File: config.mk
export PLATFORM = sky130hd
export DESIGN_NAME = locked_rmw_seq
export DESIGN_NICKNAME = d
export VERILOG_FILES = /design/src/rtl/lrmw_pkg.sv /design/src/rtl/lrmw_beat_ctr.sv /design/src/rtl/lrmw_fsm.sv /design/src/rtl/lrmw_lock_ctl.sv /design/src/rtl/locked_rmw_seq.sv
export SDC_FILE = /design/constraint.sdc
export NUM_CORES = 1
export LEC_CHECK = 0
export ABC_AREA = 1
export CORE_MARGIN = 2
export CORE_UTILIZATION = 53
export DETAILED_ROUTE_END_ITERATION = 12
export DONT_BUFFER_PORTS = 1
export PLACE_DENSITY = 0.77
export SYNTH_ARGS = -nofsm -noshare
export SYNTH_HDL_FRONTEND = slang
export SYNTH_HIERARCHICAL = 1
export SYNTH_SLANG_ARGS = --single-unit
export TNS_END_PERCENT = 30
File: constraint.sdc
create_clock -name clk -period 2.15 [get_ports clk]
set_clock_uncertainty 0.05 [all_clocks]
set_input_delay 0.5375 -clock clk [delete_from_list [all_inputs] [get_ports clk]]
set_output_delay 0.5375 -clock clk [all_outputs]
set_load 0.005 [all_outputs]
File: src/rtl/lrmw_pkg.sv
package lrmw_pkg;

    typedef enum logic [2:0] {
        ST_IDLE   = 3'd0,
        ST_DRAIN  = 3'd1,
        ST_CPBK   = 3'd2,
        ST_INVAL  = 3'd3,
        ST_LREAD  = 3'd4,
        ST_MID    = 3'd5,
        ST_SNPWB  = 3'd6,
        ST_LWRITE = 3'd7
    } seq_state_e;

    typedef enum logic [1:0] {
        OP_COPYBACK = 2'd0,
        OP_INVAL    = 2'd1,
        OP_READ     = 2'd2,
        OP_WRITE    = 2'd3
    } bus_op_e;

    typedef struct packed {
        seq_state_e state;
        logic       hit;
        logic       dirty;
        logic       done;
    } fsm_regs_t;

    typedef struct packed {
        logic lock;
        logic mcl_n;
        logic hold_ack;
    } lock_regs_t;

endpackage

File: src/rtl/lrmw_beat_ctr.sv
module lrmw_beat_ctr #(
    parameter int LINE_BEATS = 4
) (
    input  logic clk,
    input  logic rst_n,
    input  logic active,
    input  logic burst,
    input  logic rdy,
    input  logic brdy,
    output logic cyc_end
);
    localparam int CW = (LINE_BEATS > 1) ? $clog2(LINE_BEATS) : 1;
    localparam logic [CW-1:0] LAST = CW'(LINE_BEATS - 1);

    typedef struct packed {
        logic [CW-1:0] cnt;
    } beat_regs_t;

    beat_regs_t r_q, r_d;

    always_comb begin
        r_d = r_q;
        cyc_end = active && (rdy || (brdy && (!burst || r_q.cnt == LAST)));
        if (!active || cyc_end) begin
            r_d.cnt = '0;
        end else if (brdy && burst) begin
            r_d.cnt = r_q.cnt + 1'b1;
        end
    end

    always_ff @(posedge clk) begin
        if (!rst_n) begin
            r_q <= '0;
        end else begin
            r_q <= r_d;
        end
    end

    AST_BEAT_RANGE: assert property (@(posedge clk) disable iff (!rst_n)
        r_q.cnt <= LAST);
    AST_BOFF_RESTART: assert property (@(posedge clk) disable iff (!rst_n)
        !active |=> r_q.cnt == '0);

endmodule

File: src/rtl/lrmw_fsm.sv
module lrmw_fsm
    import lrmw_pkg::*;
(
    input  logic       clk,
    input  logic       rst_n,
    input  logic       req_valid,
    input  logic       lookup_hit,
    input  logic       lookup_dirty,
    input  logic       wbuf_empty,
    input  logic       wr_go,
    input  logic       snoop_wb,
    input  logic       boff,
    input  logic       ahold,
    input  logic       hold_ack_q,
    input  logic       cyc_end,
    output logic       cmd_valid,
    output logic [1:0] cmd_op,
    output logic       cmd_burst,
    output logic       bus_active,
    output logic       req_take,
    output logic       idle,
    output logic       lock_next,
    output logic       busy,
    output logic       done
);
    fsm_regs_t r_q, r_d;
    logic on_cmd;

    always_comb begin
        r_d      = r_q;
        r_d.done = 1'b0;
        idle     = (r_q.state == ST_IDLE);
        req_take = idle && req_valid && !hold_ack_q;

        unique case (r_q.state)
            ST_IDLE: begin
                if (req_take) begin
                    r_d.state = ST_DRAIN;
                    r_d.hit   = lookup_hit;
                    r_d.dirty = lookup_dirty;
                end
            end
            ST_DRAIN: begin
                if (wbuf_empty && !ahold) begin
                    if (r_q.hit && r_q.dirty) r_d.state = ST_CPBK;
                    else if (r_q.hit)         r_d.state = ST_INVAL;
                    else                      r_d.state = ST_LREAD;
                end
            end
            ST_CPBK:   if (cyc_end) r_d.state = ST_INVAL;
            ST_INVAL:  if (!boff)   r_d.state = ST_LREAD;
            ST_LREAD:  if (cyc_end) r_d.state = ST_MID;
            ST_MID: begin
                if (!ahold) begin
                    if (snoop_wb)   r_d.state = ST_SNPWB;
                    else if (wr_go) r_d.state = ST_LWRITE;
                end
            end
            ST_SNPWB:  if (cyc_end) r_d.state = ST_MID;
            ST_LWRITE: begin
                if (cyc_end) begin
                    r_d.state = ST_IDLE;
                    r_d.done  = 1'b1;
                end
            end
            default:   r_d.state = ST_IDLE;
        endcase

        lock_next = (r_d.state == ST_LREAD) || (r_d.state == ST_MID) ||
                    (r_d.state == ST_SNPWB) || (r_d.state == ST_LWRITE);

        on_cmd = (r_q.state == ST_CPBK) || (r_q.state == ST_INVAL) ||
                 (r_q.state == ST_LREAD) || (r_q.state == ST_SNPWB) ||
                 (r_q.state == ST_LWRITE);
        cmd_valid  = on_cmd && !boff;
        bus_active = cmd_valid && (r_q.state != ST_INVAL);
        cmd_burst  = (r_q.state == ST_CPBK) || (r_q.state == ST_SNPWB);

        unique case (r_q.state)
            ST_INVAL:  cmd_op = OP_INVAL;
            ST_LREAD:  cmd_op = OP_READ;
            ST_LWRITE: cmd_op = OP_WRITE;
            default:   cmd_op = OP_COPYBACK;
        endcase

        busy = !idle;
        done = r_q.done;
    end

    always_ff @(posedge clk) begin
        if (!rst_n) begin
            r_q <= '{state: ST_IDLE, hit: 1'b0, dirty: 1'b0, done: 1'b0};
        end else begin
            r_q <= r_d;
        end
    end

    AST_DRAIN_FIRST: assert property (@(posedge clk) disable iff (!rst_n)
        (r_q.state == ST_DRAIN && !wbuf_empty) |=> r_q.state == ST_DRAIN);
    AST_AHOLD_MID: assert property (@(posedge clk) disable iff (!rst_n)
        (r_q.state == ST_MID && ahold) |=> r_q.state == ST_MID);
    AST_RELEASE: assert property (@(posedge clk) disable iff (!rst_n)
        (r_q.state == ST_LWRITE && cyc_end) |=> (idle && done));
    AST_READ_AFTER_INVAL: assert property (@(posedge clk) disable iff (!rst_n)
        (r_q.state == ST_INVAL && !boff) |=> r_q.state == ST_LREAD);

endmodule

File: src/rtl/lrmw_lock_ctl.sv
module lrmw_lock_ctl
    import lrmw_pkg::*;
(
    input  logic clk,
    input  logic rst_n,
    input  logic lock_next,
    input  logic wt_mode,
    input  logic hold_req,
    input  logic idle,
    input  logic req_take,
    output logic lock_q,
    output logic mcl_n_q,
    output logic hold_ack_q
);
    lock_regs_t r_q, r_d;

    always_comb begin
        r_d          = r_q;
        r_d.lock     = lock_next;
        r_d.mcl_n    = !(lock_next && wt_mode);
        r_d.hold_ack = hold_req && idle && !req_take;
    end

    always_ff @(posedge clk) begin
        if (!rst_n) begin
            r_q <= '{lock: 1'b0, mcl_n: 1'b1, hold_ack: 1'b0};
        end else begin
            r_q <= r_d;
        end
    end

    assign lock_q     = r_q.lock;
    assign mcl_n_q    = r_q.mcl_n;
    assign hold_ack_q = r_q.hold_ack;

    AST_NO_HOLD_IN_LOCK: assert property (@(posedge clk) disable iff (!rst_n)
        r_q.lock |-> !r_q.hold_ack);
    AST_WB_MCL_IDLE: assert property (@(posedge clk) disable iff (!rst_n)
        (!wt_mode && !$past(wt_mode)) |-> r_q.mcl_n);

endmodule

File: src/rtl/locked_rmw_seq.sv
module locked_rmw_seq
    import lrmw_pkg::*;
#(
    parameter int LINE_BEATS = 4
) (
    input  logic       clk,
    input  logic       rst_n,
    input  logic       req_valid,
    input  logic       lookup_hit,
    input  logic       lookup_dirty,
    input  logic       wbuf_empty,
    input  logic       wr_go,
    input  logic       snoop_wb,
    input  logic       bus_rdy,
    input  logic       bus_brdy,
    input  logic       hold_req,
    input  logic       boff,
    input  logic       ahold,
    input  logic       wt_mode,
    output logic       cmd_valid,
    output logic [1:0] cmd_op,
    output logic       cmd_burst,
    output logic       bus_lock,
    output logic       mc_lock_n,
    output logic       hold_ack,
    output logic       busy,
    output logic       seq_done
);
    logic cyc_end, bus_active, req_take, idle, lock_next;

    lrmw_fsm u_fsm (
        .clk         (clk),
        .rst_n       (rst_n),
        .req_valid   (req_valid),
        .lookup_hit  (lookup_hit),
        .lookup_dirty(lookup_dirty),
        .wbuf_empty  (wbuf_empty),
        .wr_go       (wr_go),
        .snoop_wb    (snoop_wb),
        .boff        (boff),
        .ahold       (ahold),
        .hold_ack_q  (hold_ack),
        .cyc_end     (cyc_end),
        .cmd_valid   (cmd_valid),
        .cmd_op      (cmd_op),
        .cmd_burst   (cmd_burst),
        .bus_active  (bus_active),
        .req_take    (req_take),
        .idle        (idle),
        .lock_next   (lock_next),
        .busy        (busy),
        .done        (seq_done)
    );

    lrmw_beat_ctr #(.LINE_BEATS(LINE_BEATS)) u_beats (
        .clk    (clk),
        .rst_n  (rst_n),
        .active (bus_active),
        .burst  (cmd_burst),
        .rdy    (bus_rdy),
        .brdy   (bus_brdy),
        .cyc_end(cyc_end)
    );

    lrmw_lock_ctl u_lock (
        .clk       (clk),
        .rst_n     (rst_n),
        .lock_next (lock_next),
        .wt_mode   (wt_mode),
        .hold_req  (hold_req),
        .idle      (idle),
        .req_take  (req_take),
        .lock_q    (bus_lock),
        .mcl_n_q   (mc_lock_n),
        .hold_ack_q(hold_ack)
    );

    AST_CPBK_UNLOCKED: assert property (@(posedge clk) disable iff (!rst_n)
        (cmd_valid && cmd_op == OP_COPYBACK && !bus_lock) |-> !busy == 1'b0);
    AST_LOCK_STALLS: assert property (@(posedge clk) disable iff (!rst_n)
        bus_lock |-> busy);

endmodule

==> qor.tcl <==
set qor(root_buffer) {clkbuf_4}
set qor(post_synth_main_area_contributors) {dfxtp_1 32%, nand2_1 13%, inv_1 10%, nor2_1 9.7%, nand3_1 4.3%}
set qor(syn-instance-count) 111
set qor(floorplan.die.height_um) 40.3
set qor(tritoncts) {yes}
set qor(clock_sink_count) 11
set qor(cts_hold_buffers) 0
set qor(worst-path-max-fanout) 6
set qor(via_count) 651
set qor(postRouteAntennaNets) 0
set qor(dr.first_iter.drc_count) 17
set qor(cts_buffer_depth) 2
set qor(worst_hold_slack_ns) 0.284
set qor(hold_violations) 0
set qor(clk-insertion-delay-late_ns) 0.27
set qor(worstPathCellList) {inv_2 -> nand2_1 -> inv_1 -> nor4_1 -> a21boi_2 -> o21ai_1 -> nor2_1 -> nand2_1 -> nand2_1 -> inv_2}
set qor(data_required_critical_path_ns) 2.27
set qor(worstMarginPinSlew_ns) 0.378
set qor(synth_enable_flop_cells) 0
set qor(synth-warning-count) 6
set qor(drv_slew) 0
set qor(setup_total_negative_slack_ns) 0
set qor(wl_per_cell_um) 10.2
set qor(max_slew_margin_pct) 74.7
set qor(timing.final.crit_period_ns) 1.88
set qor(count_of_nets_after_finishing) 131
set qor(path_common_cell) {nand2_1}
set qor(drt_drc_violations_left) 0
set qor(startpoint_type) {flip-flop}
set qor(grt_max_degree) 11
set qor(finish.instance_area_um2) 743
set qor(power_leakage_uw) 0.000397
set qor(grt_pass1_vias) 510
set qor(mean_post_synth_cell_area_um2) 6.29
set qor(critPathKind) {reg -> reg}
set qor(synth.distinct_cells) 22
set qor(period_share_pct) 87.5
set qor(h-tree-depth) 1
set qor(area_growth_syn_to_layout_pct) 6.45
set qor(grt_setup_unrepaired) {no}
set qor(synth_area_leader_cell) {dfxtp_1}
set qor(seq_area_frac_synth_pct) 31.5
set qor(cap_viol_max_count) 0
set qor(floorplan.die.width_um) 40.3
set qor(cts-buffers-inserted) 3
set qor(maxClockFrequency_mhz) 531
set qor(ys.flop_type) {dfxtp_1}
set qor(worst_setup_path_end_kind) {flip-flop}
set qor(dp.final_hpwl_um) 1070
set qor(mappedNetlistNets) 126
set qor(route.final.wire_length_um) 1320
set qor(ys_async_sr_fraction_pct) 0
set qor(detailed_place.area_um2) 713
set qor(hold_path_class) {in -> reg}
set qor(syn-cell-area_um2) 698
set qor(setup_viol) 0
set qor(synthMostInstantiatedCell) {nand2_1}
set qor(num_antenna_cells) 0
set qor(grt-ovfl-total) 0
set qor(synth_top_cell_area_share_pct) 31.5
set qor(powerDensity_nw_per_um2) 579
set qor(io_pins) 23
set qor(area_of_the_die_um2) 1620
set qor(placement_rows) 13
set qor(floorplan.initialDensity_pct) 55.0
set qor(grt_pass1_wl_um) 2010
set qor(clkSlewWorstSetupHoldPaths_ns) 0.08
set qor(coreArea_um2) 1270
set qor(grt_antenna_before_repair) 0
set qor(critPathSlowestCell) {dfxtp_1}
set qor(cp_data_arrival_time_ns) 2.00
set qor(commonest_cells_post_synth) {25 x nand2_1, 19 x inv_1, 18 x nor2_1, 11 x dfxtp_1, 6 x nand3_1}
set qor(route.detailed.vias_per_inst) 5.01
set qor(placement.io_buffers) 0
set qor(drive_gt1_share_pct) 19.1
set qor(place_congestion) 0.868
set qor(status) {finished, final reports clean}
set qor(postSynthRegisterBits) 11
set qor(global_route.usage.total_pct) 19.2
set qor(timing.critical_path.slowest_cell_delay_ns) 0.46
set qor(vdd_ir_drop_max_uv) 376
set qor(drt_pass1_iterations) 4
[stage by stage]
stage | power, uW | setup WS (ns) | util (%) | cells
2_1_floorplan | 281 | 0.346 | - | 111
3_3_place_gp | 289 | 0.153 | 56.2 | 126
3_5_place_dp | 290 | 0.102 | 56.2 | 126
4_1_cts | 436 | 0.0901 | 58.3 | 130
5_1_grt | 457 | 0.0307 | 58.6 | 130
6_report | 431 | 0.268 | 58.6 | 130
[report_power, final]
group          total, uW  switching (uW)  leakage [uW]  internal [uW]
clock                144            72.3     0.0000150           71.8
sequential           224            10.4     0.0000896            214
combinational       62.2            41.2      0.000292           21.0
[state kept, by name, summed over array words and instances (netlist names)]
register           flops
u_lock/lock_q          1
u_lock/mcl_n_q         1
u_fsm/r_q              5
u_fsm/done             1
u_beats/r_q            2
u_lock/hold_ack_q      1
[final cells by class]
cell class | instances | area (um2)
clock buffer | 4 | 26.3
tap | 15 | 18.8
inverter | 24 | 90.1
timing repair buffer | 1 | 7.51
sequential | 11 | 220
fill | 119 | 526
multi-input combinational | 75 | 380
[layer usage]
layer	vias to the layer above	wire, um	track usage, %
met2	26	580	28.2
li1	350	-	-
met1	271	633	23.8
met5	-	0	0
met3	4	89	6.11
met4	0	20	12.5
[cells by family after synthesis]
kind of cell,share of synthesized area [%]
DFF,31.5
adders and majority gates,1.79
and+or+nand+nor,43.7
buffers and inverters,14.5
AOI/OAI and AO/OA,8.42
[layout by cell type (no fill, tap or decap), drive strengths merged, types with 2 or more instances in the layout]
cell    Yosys  final
a21oi       4      4
nand3       8      8
nand2      30     30
clkbuf      0      4
nor3        2      2
inv        24     24
nor2       21     21
dfxtp      11     11
o21ai       4      4
[critical path: cells and delay by family (launching register included)]
kind	cells	cell delay, ns
DFF	1	0.46
AOI/OAI and AO/OA	2	0.38
and+or+nand+nor	5	0.69
buffers and inverters	3	0.20
[path summary, 6_finish.rpt]
kind	end	slack, ns	startpoint	cells after the start
worst max-delay path	u_lock/lock_q	0.27	u_fsm/r_q[4]	10
worst min-delay path	u_lock/mcl_n_q	0.28	wt_mode	1
worst max register to register	u_lock/lock_q	0.27	u_fsm/r_q[4]	10
worst min register to register	u_fsm/r_q[1]	0.41	u_fsm/r_q[1]	2
[what timing repair did]
item,CTS,global route
setup endpoints to repair,0,5
resized for setup,0,2
setup buffers,0,0
Note: power is estimated with default switching activity, not from simulation.
